[src/rtl/fpe_pkg.sv]
package fpe_pkg;

    localparam int ADDR_W  = 32;
    localparam int MAC_W   = 48;
    localparam int TTL_W   = 8;
    localparam int CSUM_W  = 16;
    localparam int ETYPE_W = 16;

    localparam logic [ETYPE_W-1:0] ETYPE_IPV4 = 16'h0800;
    // ones-complement of 0x0100 (the TTL byte weight)
    localparam logic [31:0] TTL_DEC_ADD = 32'h0000_FEFF;

    typedef struct packed {
        logic              en;
        logic [ADDR_W-1:0] value;
        logic [ADDR_W-1:0] mask;
        logic [MAC_W-1:0]  mac;
    } route_t;

    typedef enum logic [1:0] {
        PATH_SLOW = 2'd0,
        PATH_FAST = 2'd1,
        PATH_DROP = 2'd2
    } path_e;

    function automatic logic [CSUM_W-1:0] oc_fold(input logic [31:0] s);
        logic [31:0] t;
        t = {16'h0, s[15:0]} + {16'h0, s[31:16]};
        t = {16'h0, t[15:0]} + {16'h0, t[31:16]};
        return t[15:0];
    endfunction

    // HC' = ~(~HC + ~m + m') with m - m' = 0x0100
    function automatic logic [CSUM_W-1:0] csum_after_ttl_dec(input logic [CSUM_W-1:0] c);
        return ~oc_fold({16'h0, ~c} + TTL_DEC_ADD);
    endfunction

    function automatic logic ternary_hit(input logic [ADDR_W-1:0] key,
                                         input route_t e);
        return e.en && (((key ^ e.value) & e.mask) == '0);
    endfunction

endpackage

[src/rtl/fpe_route_table.sv]
module fpe_route_table
    import fpe_pkg::*;
#(
    parameter int NUM_ENTRIES = 3,
    parameter int IDX_W       = 2,
    parameter int PEER_W      = 2
) (
    input  logic              clk,
    input  logic              rst,
    input  logic              wr_en,
    input  logic [IDX_W-1:0]  wr_idx,
    input  route_t            wr_route,
    input  logic [PEER_W-1:0] wr_peer,
    output route_t            routes [NUM_ENTRIES],
    output logic [PEER_W-1:0] peers  [NUM_ENTRIES]
);

    for (genvar i = 0; i < NUM_ENTRIES; i++) begin : g_ent
        logic sel;
        assign sel = wr_en && (wr_idx == IDX_W'(i));
        always_ff @(posedge clk) begin
            if (rst) begin
                routes[i] <= '0;
                peers[i]  <= '0;
            end else if (sel) begin
                routes[i] <= wr_route;
                peers[i]  <= wr_peer;
            end
        end
    end

endmodule

[src/rtl/fpe_match.sv]
module fpe_match
    import fpe_pkg::*;
#(
    parameter int NUM_ENTRIES = 3,
    parameter int IDX_W       = 2,
    parameter int PEER_W      = 2
) (
    input  logic [ADDR_W-1:0] key,
    input  route_t            routes [NUM_ENTRIES],
    input  logic [PEER_W-1:0] peers  [NUM_ENTRIES],
    output logic              hit,
    output logic [IDX_W-1:0]  hit_idx,
    output logic [PEER_W-1:0] hit_peer,
    output logic [MAC_W-1:0]  hit_mac
);

    logic [NUM_ENTRIES-1:0] hv;

    for (genvar i = 0; i < NUM_ENTRIES; i++) begin : g_cmp
        assign hv[i] = ternary_hit(key, routes[i]);
    end

    // scan from the top so the lowest matching index is kept last
    always_comb begin
        hit      = |hv;
        hit_idx  = '0;
        hit_peer = '0;
        hit_mac  = '0;
        for (int i = NUM_ENTRIES - 1; i >= 0; i--) begin
            if (hv[i]) begin
                hit_idx  = IDX_W'(i);
                hit_peer = peers[i];
                hit_mac  = routes[i].mac;
            end
        end
    end

endmodule

[src/rtl/fpe_rewrite.sv]
module fpe_rewrite
    import fpe_pkg::*;
(
    input  logic [TTL_W-1:0]  ttl_in,
    input  logic [CSUM_W-1:0] csum_in,
    output logic              expired,
    output logic [TTL_W-1:0]  ttl_out,
    output logic [CSUM_W-1:0] csum_out
);

    assign expired  = (ttl_in <= TTL_W'(1));
    assign ttl_out  = ttl_in - TTL_W'(1);
    assign csum_out = csum_after_ttl_dec(csum_in);

endmodule

[src/rtl/fastpath_fwd_engine.sv]
module fastpath_fwd_engine
    import fpe_pkg::*;
#(
    parameter int  NUM_ENTRIES = 3,
    parameter int  PEER_W      = 2,
    localparam int IDX_W       = (NUM_ENTRIES > 1) ? $clog2(NUM_ENTRIES) : 1
) (
    input  logic               clk,
    input  logic               rst,
    input  logic               cfg_we,
    input  logic [IDX_W-1:0]   cfg_idx,
    input  logic               cfg_valid,
    input  logic [31:0]        cfg_value,
    input  logic [31:0]        cfg_mask,
    input  logic [PEER_W-1:0]  cfg_peer,
    input  logic [47:0]        cfg_mac,
    input  logic               lk_strobe,
    input  logic [15:0]        lk_ethertype,
    input  logic [31:0]        lk_dst_ip,
    input  logic [7:0]         lk_ttl,
    input  logic [15:0]        lk_csum,
    input  logic [47:0]        lk_dst_mac,
    output logic               res_valid,
    output logic               res_fast,
    output logic               res_slow,
    output logic               res_drop,
    output logic [IDX_W-1:0]   res_entry,
    output logic [PEER_W-1:0]  res_peer,
    output logic [47:0]        res_dst_mac,
    output logic [7:0]         res_ttl,
    output logic [15:0]        res_csum
);

    route_t            routes [NUM_ENTRIES];
    logic [PEER_W-1:0] peers  [NUM_ENTRIES];
    route_t            wr_route;

    assign wr_route = '{en: cfg_valid, value: cfg_value, mask: cfg_mask, mac: cfg_mac};

    fpe_route_table #(
        .NUM_ENTRIES(NUM_ENTRIES), .IDX_W(IDX_W), .PEER_W(PEER_W)
    ) table_i (
        .clk(clk), .rst(rst),
        .wr_en(cfg_we), .wr_idx(cfg_idx), .wr_route(wr_route), .wr_peer(cfg_peer),
        .routes(routes), .peers(peers)
    );

    logic              m_hit;
    logic [IDX_W-1:0]  m_idx;
    logic [PEER_W-1:0] m_peer;
    logic [MAC_W-1:0]  m_mac;

    fpe_match #(
        .NUM_ENTRIES(NUM_ENTRIES), .IDX_W(IDX_W), .PEER_W(PEER_W)
    ) match_i (
        .key(lk_dst_ip), .routes(routes), .peers(peers),
        .hit(m_hit), .hit_idx(m_idx), .hit_peer(m_peer), .hit_mac(m_mac)
    );

    logic              rw_expired;
    logic [TTL_W-1:0]  rw_ttl;
    logic [CSUM_W-1:0] rw_csum;

    fpe_rewrite rewrite_i (
        .ttl_in(lk_ttl), .csum_in(lk_csum),
        .expired(rw_expired), .ttl_out(rw_ttl), .csum_out(rw_csum)
    );

    path_e path;
    always_comb begin
        if (!(m_hit && lk_ethertype == ETYPE_IPV4)) path = PATH_SLOW;
        else if (rw_expired)                         path = PATH_DROP;
        else                                         path = PATH_FAST;
    end

    always_ff @(posedge clk) begin
        if (rst) begin
            res_valid   <= 1'b0;
            res_fast    <= 1'b0;
            res_slow    <= 1'b0;
            res_drop    <= 1'b0;
            res_entry   <= '0;
            res_peer    <= '0;
            res_dst_mac <= '0;
            res_ttl     <= '0;
            res_csum    <= '0;
        end else begin
            res_valid <= lk_strobe;
            if (lk_strobe) begin
                res_fast <= (path == PATH_FAST);
                res_slow <= (path == PATH_SLOW);
                res_drop <= (path == PATH_DROP);
                if (path == PATH_FAST) begin
                    res_entry   <= m_idx;
                    res_peer    <= m_peer;
                    res_dst_mac <= m_mac;
                    res_ttl     <= rw_ttl;
                    res_csum    <= rw_csum;
                end else begin
                    res_entry   <= '0;
                    res_peer    <= '0;
                    res_dst_mac <= lk_dst_mac;
                    res_ttl     <= lk_ttl;
                    res_csum    <= lk_csum;
                end
            end
        end
    end

endmodule

[config.mk]
export PLATFORM = sky130hd
export DESIGN_NAME = fastpath_fwd_engine
export DESIGN_NICKNAME = d
export VERILOG_FILES = /design/src/rtl/fpe_pkg.sv /design/src/rtl/fpe_route_table.sv /design/src/rtl/fpe_match.sv /design/src/rtl/fpe_rewrite.sv /design/src/rtl/fastpath_fwd_engine.sv
export SDC_FILE = /design/constraint.sdc
export NUM_CORES = 1
export LEC_CHECK = 0
export ABC_CLOCK_PERIOD_IN_PS = 5300
export CAP_MARGIN = 20
export CORE_AREA = 2 2 252 180
export DETAILED_ROUTE_END_ITERATION = 6
export DIE_AREA = 0 0 254 182
export PLACE_DENSITY = 0.78
export SLEW_MARGIN = 15
export SYNTH_ARGS = -nofsm -noshare
export SYNTH_HDL_FRONTEND = slang
export SYNTH_SLANG_ARGS = --single-unit
[constraint.sdc]
create_clock -name clk -period 5.3 [get_ports clk]
set_input_delay 0.53 -clock clk [delete_from_list [all_inputs] [get_ports clk]]
set_output_delay 0.53 -clock clk [all_outputs]
set_load 0.02 [all_outputs]
-- Yosys cells after proc, flatten, opt, wreduce, memory -nomap -nowiden
Cells that the tools add are included.
- word-level logic and storage cells: 71
- output and inout port bits: 80
- input bits: 241
- register bits after elaboration: 425
- reduce and logical (&&, ||, !) cells: 13
- add/subtract/negate cells: 4
- bitwise gates (word level): 8
- order comparisons: 1
- multiplexer cells: 16
- eq/ne operators: 5
- operators with widths (operator ; count):
    48-bit 2-to-1 mux ; 4
    32-bit bitwise AND ; 3
    32-bit zero test ; 3
    32-bit bitwise XOR ; 3
    16-bit NOT ; 2
    2-bit 2-to-1 mux ; 10
    16-bit by 16-bit adder with 17-bit output ; 1
    16-bit by 16-bit adder with 17-bit output, second input constant ; 1
    16-bit adder ; 1
    16-bit by 12-bit == test with 1-bit output, second input constant ; 1
    16-bit 2-to-1 mux ; 1
    8-bit by 1-bit less-or-equal comparator with 1-bit output, second input constant ; 1
    8-bit 2-to-1 mux ; 1
    8-bit by 1-bit subtractor with 8-bit output, second input constant ; 1
    1-bit logical AND ; 7
    2-bit by 1-bit == test with 1-bit output, second input constant ; 2
    2-bit == test, second input constant ; 2
    2-bit zero test ; 2
    3-bit OR reduction ; 1

-- Logic depth before layout (Yosys ltp)
- depth in word-level cells: 9
- depth in mapped cells: 22
- gate-level depth less buffers: 21

-- Modules after synthesis
Synthesis repeated with hierarchy kept, for this count alone.
- cell total of the unflattened synthesis: 2313
- area total of the unflattened synthesis: 21623.2 um^2
- by module, submodules not included (module ; times used ; sequential area each (um^2) ; cells each ; area each (um^2)):
    fpe_route_table ; 1 ; 6906.6 ; 1245 ; 13773.2
    fastpath_fwd_engine ; 1 ; 1601.5 ; 467 ; 3804.9
    fpe_match ; 1 ; 0.0 ; 410 ; 2711.4
    fpe_rewrite ; 1 ; 0.0 ; 191 ; 1333.8

-- Worst setup path before layout
OpenSTA, ideal clock, no wires.
- path kind: input to register
- start: input port lk_csum[0]
- end: register res_csum[15]
- data arrival time: 4.293 ns
- slack: 0.875 ns
- buffers on the path: 1
- required time: 5.168 ns
- setup time: 0.132 ns
- stages: 21
- cell sequence: ha_1 -> buf_4 -> and4_1 -> a21oi_1 -> nor2_1 -> nand2_1 -> ha_1 -> ha_1 -> nand4b_1 -> a21oi_1 -> o221a_2 -> nand4_1 -> nor2_1 -> ha_1 -> nand2_1 -> nor2_1 -> o2111ai_1 -> or4b_1 -> o41ai_2 -> mux2i_1 -> a21oi_1
- longest elaborated chain between the ends: 6
- ends and longest elaborated chain (what ; RTL line ; text):
    start: declaration ; fastpath_fwd_engine.sv:21 ; input logic [15:0] lk_csum,
    16-bit NOT ; fpe_pkg.sv:35 ; return ~oc_fold({16'h0, ~c} + TTL_DEC_ADD);
    16-bit by 16-bit adder with 17-bit output ; fpe_pkg.sv:35 ;
    16-bit by 16-bit adder with 17-bit output ; fpe_pkg.sv:28 ; t = {16'h0, s[15:0]} + {16'h0, s[31:16]};
    16-bit adder ; fpe_pkg.sv:29 ; t = {16'h0, t[15:0]} + {16'h0, t[31:16]};
    16-bit NOT ; fpe_pkg.sv:35 ;
    16-bit 2-to-1 mux ; fastpath_fwd_engine.sv:93 ; if (path == PATH_FAST) begin
    end signal: assignment ; fastpath_fwd_engine.sv:98 ; res_csum <= rw_csum;
    end signal: assignment ; fastpath_fwd_engine.sv:104 ; res_csum <= lk_csum;
    end: declaration ; fastpath_fwd_engine.sv:31 ; output logic [15:0] res_csum
Every way passes these cells.
A chain may end at the register's enable or synchronous reset.

-- Worst setup path after layout
- start: input port lk_csum[1]
- end: register res_csum[15]
Same word-level chain as after synthesis.

==> reports/qor.txt <==
CP max stage delay -> 540 ps
Final TNS setup -> 0 ps
Crit-path slowest cell -> or4b_1
Total Nets Final -> 3016
Yosys reg bits -> 425
RSZ-0062 raised after global routing -> false
average size of a mapped cell -> 7.618 µm²
xor-xnor portion of the synthesized cell area -> 0.06010
Starting Density -> 0.4421
Die ar. -> 0.04623 mm²
Placed Instance Area -> 0.02312 mm²
Setup crit start kind -> primary input
Placer Congestion -> 1.002
PostCTS Resize Cnt -> 0
CP top delay family -> simple AND/OR/NAND/NOR gates
main combinational cell family by area after synthesis -> simple AND/OR/NAND/NOR gates
WL final -> 73320 µm
finished layout cell area -> 0.02462 mm²
Post-synth EDFFs -> 0
IO Pins -> 321
Slew @ Worst Pin -> 1146 ps
most numerous cell on the critical path -> ha_1
critical path depth in cells -> 21
filler cell count -> 3976
remaining global-route overflow -> 0
Tmin final -> 4489 ps
Core Rows -> 65
worst-skew pair later-pin latency -> 570 ps
crit end category -> register
H-tree depth -> 2
worst slack, placed -> 317.6 ps
Post-Synth Adder-Cell Area -> 0.004494
Seq/Total Area, Yosys -> 0.4366
Final Hold Fails -> 0
wire length per cell -> 21.51 µm
largest net degree at the start of global routing -> 188
crit share post-route -> 0.8470
worst r2r path cells -> 10
worst min path class -> in -> reg
Vias per Instance -> 5.898
max-slew violations -> 0
worst setup margin -> 810.9 ps
Post-route DRC -> 0
first-pass iteration count of the detailed router -> 6
Max Cap Violations -> 0
Netlist cell types -> 84
Core Box Area -> 0.04408 mm²
post-route insts no fill -> 3408
peak supply drop -> 0.2144 mV
CTS tree -> yes
chip height -> 182 µm
Crit Path Category -> in -> reg
TritonCTS Sinks -> 425
compound-gate portion of the synthesized area -> 0.2003
final setup vio count -> 0
Slew Limit Headroom -> 0.2358
setup bufs post-CTS -> 0
Mapped Cells -> 2558
GR Util All Layers -> 0.3072
top_reg_cell synth -> dfxtp_1
first-pass GRT wire length -> 110700 µm
Antenna Nets Post-Route -> 0
Synth Area in Simple Gates -> 0.2541
clk buf depth -> 3
Post-DP HPWL -> 50230 µm
cell chain of the critical path -> clkdlybuf4s50_1, ha_1, and4_1, a21oi_1, nor2_1, nand2_1, ha_1, ha_1, nand4b_1, a21oi_1, o221a_2, nand4_1, nor2_1, ha_1, nand2_1, nor2_1, o2111ai_1, or4b_1, o41ai_2, mux2i_1, a21oi_1
Root Driver -> clkbuf_16
outcome -> finished, final reports clean
worst path bufs/invs -> 1
1st-iter DRT viols -> 2820
hold path depth -> 2
share of flip-flops with an asynchronous set or reset -> 0
Placed Cells incl. Taps -> 3325
worst-path maximum fanout -> 3
crit path DAT -> 4910 ps
mux cell area share after synthesis -> 0.002119
vias in the first global route -> 18538
fmax -> 222.8 MHz
syn_nets -> 2806
Yosys warning count -> 0
share of post-route cells with drive strength above 1 -> 0.05464
Area growth, synth to finish -> 26.35%
DR vias -> 20101
PwrDens -> 311.5 mW/mm²
Post-Synthesis Cell Area -> 0.01949 mm²
clock transition at the registers of the reported paths -> 60 ps
required time of the critical path -> 5720 ps
PortBufs -> 320
initial antenna violation count -> 4
Die X -> 254 µm
Pleak -> 0.008759 µW
cts bufs inserted -> 44
Hold Buf Count CTS -> 0
skew final -> 33.78 ps
==> flip-flops by register name, summed over array words and instances, names as in the netlist <==
register and count:
table_i.routes 339, res_dst_mac 48, res_csum 16, res_ttl 8
table_i.peers 6, res_entry 2, res_peer 2, res_drop 1
res_fast 1, res_slow 1, res_valid 1
==> cells in the mapped netlist, types with 6 or more instances <==
cell	count	area share
inv_1	10	0.0019
a211oi_1	14	0.0054
clkbuf_1	164	0.032
xor2_1	109	0.049
buf_2	12	0.0031
and3_1	7	0.0022
nor4_1	19	0.0061
nand3_1	166	0.043
dfxtp_1	425	0.44
nand2_1	788	0.15
nor3_1	9	0.0023
nand4_1	31	0.010
o21ai_0	8	0.0021
buf_1	17	0.0033
a21oi_1	368	0.095
xnor2_1	21	0.0094
ha_1	7	0.0045
a22oi_1	71	0.027
a222oi_1	6	0.0031
o211ai_1	57	0.022
a311oi_1	50	0.022
nor2_1	89	0.017
==> power by group <==
| group | internal, µW | switching [µW] |
|---|---|---|
| clock network | 1900 | 1340 |
| logic | 409 | 623 |
| registers | 3320 | 83.4 |
==> cell type report <==
cell class	instances	area, µm²	area share
Multi-Input combinational cell	1924	10210	0.4148
Sequential cell	425	8508	0.3455
Timing Repair Buffer	363	3603	0.1463
Clock buffer	66	1345	0.05463
Tap cell	603	754.5	0.03064
Clock inverter	12	148.9	0.006047
Inverter	10	37.54	0.001524
Antenna cell	5	12.51	0.0005082
==> per-stage QoR <==
stage	hold slack (ps)	total power, µW	utilization
after global routing	450.2	7896	0.5585
after global placement	441.4	4454	0.5244
final	451.0	7670	0.5586
after detailed placement	446.4	4471	0.5244
after CTS	426.4	7660	0.5583
after floorplan	436.0	3943	-
==> placed cells by master, fill, tap and decap left out, types with 4 or more instances in the layout <==
master	n
nand3_1	165
o21ai_0	8
a21oi_1	368
a211oi_1	14
nor3_1	9
o211ai_1	57
ha_1	7
clkinv_2	5
buf_12	6
and3_1	7
nor2_1	88
xor2_1	109
inv_1	10
a222oi_1	6
nand3b_1	4
diode_2	5
clkbuf_16	45
clkbuf_1	7
nand4_1	31
clkdlybuf4s50_1	318
xnor2_1	21
nor4_1	19
buf_4	38
dfxtp_1	425
a311oi_1	50
a22oi_1	71
clkbuf_8	14
nand2_1	787
nand4b_1	5
o2111ai_1	5
==> metal layers <==
metal	routed length [µm]	track usage	up-vias
met5	0	0	-
met4	1679	0.07647	0
met3	8215	0.07354	122
met2	31360	0.4523	1048
met1	32060	0.4483	9674
li1	-	-	9257
==> cells by family (layout without fill, tap and decap cells) <==
logic type                 Yosys count  after routing
and+or+nand+nor                   1160           1160
AOI/OAI and AO/OA                  621            621
DFF                                425            425
buffers and inverters              209            451
xor gates and xnor gates           132            132
adders and majority gates            7              7
muxes                                4              4
other                                0              5
==> final timing paths <==
check,from,end,slack [ps]
worst min register to register,table_i.routes[267]$_SDFFE_PP0P_,table_i.routes[267]$_SDFFE_PP0P_,450
worst min-delay path,rst,table_i.routes[259]$_SDFFE_PP0P_,450
worst max register to register,table_i.routes[107]$_SDFFE_PP0P_,res_dst_mac[18]$_SDFFE_PP0P_,1580
worst max-delay path,lk_csum[1],res_csum[15]$_SDFFE_PP0P_,810
Note: power is estimated with default switching activity, not from simulation.
